<file path="src/rtl/adc_seq_pkg.sv">
package adc_seq_pkg;

  typedef enum logic [1:0] {
    ST_IDLE,
    ST_STAB,
    ST_SAMP,
    ST_CONV
  } seq_state_e;

  // stabilization wait in base clocks, saturating above div 3
  function automatic int unsigned stab_base_clks(input int unsigned div);
    case (div)
      1:       return 16;
      2:       return 31;
      3:       return 47;
      default: return 50;
    endcase
  endfunction

endpackage

</file>
<file path="src/rtl/adc_seq_decode.sv">
module adc_seq_decode #(
  parameter int unsigned DIV_W     = 3,
  parameter int unsigned CNT_W     = 9,
  parameter int unsigned SAMP_HALF = 33,
  parameter int unsigned CONV_HALF = 62
) (
  input  logic [DIV_W-1:0] code_i,
  output logic [CNT_W-1:0] stab_last_o,
  output logic [CNT_W-1:0] samp_last_o,
  output logic [CNT_W-1:0] conv_last_o
);
  import adc_seq_pkg::*;

  int unsigned div_v;

  // all outputs are phase length in ticks minus one
  always_comb begin
    div_v       = 32'(code_i) + 32'd1;
    stab_last_o = CNT_W'(2 * stab_base_clks(div_v) - 1);
    samp_last_o = CNT_W'(SAMP_HALF * div_v - 1);
    conv_last_o = CNT_W'((CONV_HALF - SAMP_HALF) * div_v - 1);
  end

endmodule

</file>
<file path="src/rtl/adc_seq_timer.sv">
module adc_seq_timer #(
  parameter int unsigned CNT_W = 9
) (
  input  logic             clk_i,
  input  logic             rst_ni,
  input  logic             tick_i,
  input  logic             load_i,
  input  logic [CNT_W-1:0] load_val_i,
  output logic             last_o
);
  logic [CNT_W-1:0] cnt_q;

  always_ff @(posedge clk_i or negedge rst_ni) begin
    if (!rst_ni) begin
      cnt_q <= '0;
    end else if (load_i) begin
      cnt_q <= load_val_i;
    end else if (tick_i && cnt_q != '0) begin
      cnt_q <= cnt_q - 1'b1;
    end
  end

  assign last_o = (cnt_q == '0);

endmodule

</file>
<file path="src/rtl/adc_seq_timing.sv">
module adc_seq_timing #(
  parameter int unsigned SEL_W     = 4,
  parameter int unsigned SAMP_HALF = 33,
  parameter int unsigned CONV_HALF = 62
) (
  input  logic             clk_i,
  input  logic             rst_ni,
  input  logic             tick_i,
  input  logic             enable_i,
  input  logic             start_i,
  input  logic [SEL_W-1:0] fsel_i,
  output logic             sample_o,
  output logic             convert_o,
  output logic             eoc_o,
  output logic             cfg_err_o
);
  import adc_seq_pkg::*;

  localparam int unsigned DIV_W   = SEL_W - 1;
  localparam int unsigned MAX_DIV = 1 << DIV_W;
  localparam int unsigned CNT_W   = $clog2(CONV_HALF * MAX_DIV + 1);

  seq_state_e       state_q, state_d;
  logic             armed_q, armed_d;
  logic [DIV_W-1:0] code_q, code_d;
  logic             err_q;

  logic [DIV_W-1:0] code_sel;
  logic [CNT_W-1:0] stab_last, samp_last, conv_last;
  logic             load, last;
  logic [CNT_W-1:0] load_val;
  logic             go;

  assign go = start_i && !fsel_i[SEL_W-1];

  // idle and restart decisions use the live code, running phases the captured one
  assign code_sel = (state_q == ST_IDLE || state_q == ST_CONV) ? fsel_i[DIV_W-1:0] : code_q;

  adc_seq_decode #(
    .DIV_W    (DIV_W),
    .CNT_W    (CNT_W),
    .SAMP_HALF(SAMP_HALF),
    .CONV_HALF(CONV_HALF)
  ) u_decode (
    .code_i     (code_sel),
    .stab_last_o(stab_last),
    .samp_last_o(samp_last),
    .conv_last_o(conv_last)
  );

  adc_seq_timer #(
    .CNT_W(CNT_W)
  ) u_timer (
    .clk_i     (clk_i),
    .rst_ni    (rst_ni),
    .tick_i    (tick_i),
    .load_i    (load),
    .load_val_i(load_val),
    .last_o    (last)
  );

  always_comb begin
    state_d  = state_q;
    armed_d  = armed_q;
    code_d   = code_q;
    load     = 1'b0;
    load_val = samp_last;
    if (!enable_i) begin
      state_d = ST_IDLE;
      armed_d = 1'b1;
    end else if (tick_i) begin
      unique case (state_q)
        ST_IDLE: begin
          if (go) begin
            code_d = fsel_i[DIV_W-1:0];
            load   = 1'b1;
            if (armed_q) begin
              state_d  = ST_STAB;
              load_val = stab_last;
            end else begin
              state_d  = ST_SAMP;
              load_val = samp_last;
            end
          end
        end
        ST_STAB: begin
          if (last) begin
            state_d  = ST_SAMP;
            armed_d  = 1'b0;
            load     = 1'b1;
            load_val = samp_last;
          end
        end
        ST_SAMP: begin
          if (last) begin
            state_d  = ST_CONV;
            load     = 1'b1;
            load_val = conv_last;
          end
        end
        ST_CONV: begin
          if (last) begin
            if (go) begin
              state_d  = ST_SAMP;
              code_d   = fsel_i[DIV_W-1:0];
              load     = 1'b1;
              load_val = samp_last;
            end else begin
              state_d = ST_IDLE;
            end
          end
        end
        default: state_d = ST_IDLE;
      endcase
    end
  end

  always_ff @(posedge clk_i or negedge rst_ni) begin
    if (!rst_ni) begin
      state_q <= ST_IDLE;
      armed_q <= 1'b1;
      code_q  <= '0;
      err_q   <= 1'b0;
    end else begin
      state_q <= state_d;
      armed_q <= armed_d;
      code_q  <= code_d;
      err_q   <= fsel_i[SEL_W-1];
    end
  end

  assign sample_o  = (state_q == ST_SAMP);
  assign convert_o = (state_q == ST_CONV);
  assign eoc_o     = enable_i && tick_i && (state_q == ST_CONV) && last;
  assign cfg_err_o = err_q;

endmodule

</file>
<file path="config.mk">
export PLATFORM = sky130hd
export DESIGN_NAME = adc_seq_timing
export DESIGN_NICKNAME = d
export VERILOG_FILES = /design/src/rtl/adc_seq_pkg.sv /design/src/rtl/adc_seq_decode.sv /design/src/rtl/adc_seq_timer.sv /design/src/rtl/adc_seq_timing.sv
export SDC_FILE = /design/constraint.sdc
export NUM_CORES = 1
export LEC_CHECK = 0
export ABC_AREA = 1
export BUFFER_PORTS_ARGS = -buffer_cell sky130_fd_sc_hd__buf_4
export CAP_MARGIN = 20
export CELL_PAD_IN_SITES_DETAIL_PLACEMENT = 2
export CELL_PAD_IN_SITES_GLOBAL_PLACEMENT = 2
export CORE_ASPECT_RATIO = 0.8
export CORE_MARGIN = 2
export CORE_UTILIZATION = 31
export DETAILED_ROUTE_END_ITERATION = 10
export HOLD_SLACK_MARGIN = 0.12
export PLACE_DENSITY = 0.76
export SLEW_MARGIN = 40
export SYNTH_ARGS = -nofsm -noshare
export SYNTH_HDL_FRONTEND = slang
export SYNTH_SLANG_ARGS = --single-unit
</file>
<file path="constraint.sdc">
create_clock -name clk_i -period 3.3 [get_ports clk_i]
set_clock_uncertainty 0.05 [all_clocks]
set_input_delay 0.33 -clock clk_i [delete_from_list [all_inputs] [get_ports clk_i]]
set_output_delay 0.33 -clock clk_i [all_outputs]
set_load 0.005 [all_outputs]
</file>
==> impl_metrics.json <==
{
  "grt_pass1_wl_um": 12300,
  "max_cap_violations": 0,
  "dieArea_sq_mm": 0.00670,
  "violations": "negative setup slack",
  "start_util_pct": 31.9,
  "outcome": "complete, but fails checks",
  "power.leakage_nw": 1.29,
  "path_clk_slew_ns": 0.07,
  "root_buffer": "clkbuf_8",
  "hp-class": "input pin to register",
  "drt.antenna.violating_nets": 0,
  "grt.overflow.total": 0,
  "startpoint_type": "register",
  "grt_antenna_before_repair": 0,
  "synth_top_family_by_area": "simple AND/OR/NAND/NOR gates",
  "place.gp.congestion": 0.823,
  "gr-usage-all-layers_pct": 24.3,
  "p_per_area_mw_per_mm2": 1090,
  "synthMuxAreaShare_pct": 0,
  "fp.dieW_um": 91.0,
  "min_path_cells": 1,
  "maxSlewViolCount": 0,
  "vias": 2126,
  "fmax_mhz": 279,
  "synth-compound-area-share_pct": 11.9,
  "synth_cell_type_count": 31,
  "hold_violations": 0,
  "ctsHtreeMaxLevel": 1,
  "power_frac_comb_pct": 81.4,
  "fin_crit_sh_pct": 109,
  "path_max_fanout": 5,
  "fillers": 722,
  "wire_per_inst_um": 22.5,
  "clkPwrFrac_pct": 6.6,
  "pwr-share-seq_pct": 12.0,
  "place_area_sq_mm": 0.00224,
  "cts_inserted_buffers": 3,
  "p_switching_w": 0.00148,
  "critical_path_arrival_ns": 3.68,
  "yosys.area_share.simple_pct": 33.1,
  "synth_area_sq_mm": 0.00188,
  "synthAdderAreaFrac_pct": 17.9,
  "core_area_sq_mm": 0.00588,
  "syn2layout_area_growth_pct": 36.4,
  "p_int_w": 0.00132,
  "fin_ws_ns": -0.290,
  "ys_warn_count": 0,
  "ys_ff_latch": 16,
  "final_nets": 364,
  "drc": 0,
  "rsz0062_at_grt": "true",
  "drt_iter0_markers": 94,
  "antenna_cells": 0,
  "io_buffer_count": 12,
  "wl_um": 9210,
  "swShare_pct": 52.9,
  "postSynthAreaPerCell_sq_um": 6.66,
  "dp_hpwl_um": 6050,
  "yosysSeqAreaShare_pct": 21.4,
  "setup_viol": 5,
  "tightest_slew_ns": 0.606,
  "period_minus_slack_ns": 3.59,
  "crit_type": "register to register",
  "layout_commonest_cell": "nand2_1",
  "clock-sinks": 16,
  "slew_headroom_pct": 59.5,
  "clock_latency_ns": 0.26,
  "final_cell_mix": "nand2_1, buf_4, inv_1",
  "synthesis.nets": 316,
  "final_area_sq_mm": 0.00256,
  "regArea_sq_um": 402,
  "end_kind": "register",
  "ios": 13,
  "num_rows": 25,
  "vias_per_cell": 5.19,
  "die_h_um": 73.6,
  "multi_input_area_sq_mm": 0.00148,
  "yosys.area_share.xor_xnor_pct": 5.13,
  "final_layout_size_suffix_gt1_share_pct": 31.9,
  "r2r_cells": 21,
  "cts_tree": "done",
  "clk_path_buf_depth": 2,
  "hold_ws_ns": 0.132,
  "firstDrtPassIters": 4,
  "grt_pass1_vias": 2192,
  "grt_max_degree": 17,
  "crit_required_ns": 3.39,
  "peakVddDrop_mv": 0.411,
  "syn_inst": 282
}
-- registers in the layout, summed over array words and instances (netlist names) --
name	flops
u_timer.cnt_q	9
armed_q	1
code_q	3
cfg_err_o	1
state_q	2
-- per-layer routing --
layer,track usage (%),up-vias,routed length (um),share of wire (%)
li1,-,978,-,-
met1,33.8,1076,4170,45
met2,41.3,54,4450,48
met3,3.90,18,359,3.9
met4,2.69,0,235,2.6
met5,0,-,0,0
-- cell usage after synthesis --
library cell / n / area [sq um]
nor2_2: 1 / 6.26
nand2_2: 4 / 25.0
xor2_1: 8 / 70.1
o2111ai_1: 1 / 8.76
o21ai_1: 4 / 20.0
o21ai_2: 4 / 35.0
xnor2_1: 3 / 26.3
fa_1: 3 / 60.1
dfrtp_1: 15 / 375
o211ai_1: 1 / 7.51
o31ai_2: 1 / 12.5
nand2_1: 89 / 334
nor3_4: 1 / 16.3
inv_2: 1 / 3.75
buf_6: 1 / 11.3
a21oi_4: 1 / 16.3
o21ai_0: 15 / 75.1
or2_2: 1 / 6.26
a21oi_1: 7 / 35.0
a31oi_1: 1 / 6.26
nor2_1: 14 / 52.6
nand2_4: 1 / 11.3
nand3_1: 27 / 135
nand3_2: 1 / 10.0
o31ai_1: 1 / 7.51
nand4_1: 1 / 6.26
nor3_1: 2 / 10.0
nand3b_1: 1 / 7.51
dfstp_2: 1 / 26.3
ha_1: 22 / 275
inv_1: 49 / 184
-- critical path, cell delays in order, from the launching register on --
cell,delay [ns]
dfrtp_1,0.42
inv_2,0.09
ha_4,0.32
inv_2,0.06
nand2_2,0.06
nand2_2,0.07
inv_2,0.10
ha_4,0.17
inv_4,0.04
nand2_4,0.06
nand2_4,0.06
fa_1,0.55
inv_2,0.06
fa_1,0.50
xnor2_2,0.20
buf_4,0.15
inv_1,0.05
nand2_1,0.05
nand3_1,0.07
nand2_1,0.09
o21ai_1,0.17
nand2_1,0.06
-- repair_timing --
action / in CTS / in global routing
endpoints found under the hold margin: 15 / 0
buffers inserted: 8 / 3
hold buffers: 1 / 0
pin swaps: 13 / 13
gates resized for setup: 25 / 21
setup endpoints to repair: 4 / 6
-- layout make-up --
type                    count  share of cell area [%]
multi-input cells         215                    57.6
flip-flops and latches     16                    15.7
repair buffers             44                    13.1
inverters                  50                    7.43
well taps                  81                    3.96
clock buffers               4                    2.15
-- kinds of logic after synthesis --
group / Yosys count
AO/OA/AOI/OAI: 36
buffers and inverters: 51
AND/OR/NAND/NOR: 143
flip-flops: 16
XOR/XNOR: 11
adder cells (fa/ha/maj): 25
-- power by group through the flow --
| stage | clock network (W) | registers (W) | logic (W) |
|---|---|---|---|
| floorplan | 0 | 0.000311 | 0.00114 |
| global placement | 0 | 0.000322 | 0.00157 |
| detailed placement | 0 | 0.000327 | 0.00170 |
| CTS | 0.000182 | 0.000325 | 0.00184 |
| global route | 0.000197 | 0.000340 | 0.00248 |
| finish | 0.000185 | 0.000336 | 0.00228 |
-- path summary, 6_finish.rpt --
check | to | from | slack [ns]
min reg2reg | armed_q$_DFFE_PN1P_ | armed_q$_DFFE_PN1P_ | 0.49
min | cfg_err_o$_DFF_PN0_ | fsel_i[3] | 0.13
max in group asynchronous | armed_q$_DFFE_PN1P_ | rst_ni | 2.50
max reg2reg | u_timer.cnt_q[4]$_DFFE_PN0P_ | state_q[0]$_DFFE_PN0P_ | -0.29
min in group asynchronous | cfg_err_o$_DFF_PN0_ | rst_ni | 0.45
max | u_timer.cnt_q[4]$_DFFE_PN0P_ | state_q[0]$_DFFE_PN0P_ | -0.29
-- metrics by stage --
step	total power (W)	std cells	TNS [ns]	worst slack [ns]	utilization [%]
final	0.00280	410	-0.963	-0.290	43.5
after global placement	0.00190	394	-0.00354	-0.00354	38.0
after CTS	0.00235	407	-0.00267	-0.00267	41.4
after detailed placement	0.00203	394	-0.630	-0.219	38.0
after floorplan	0.00145	282	0	0.0292	-
after global routing	0.00301	410	-1.73	-0.431	43.5
Note: power is estimated with default switching activity, not from simulation.
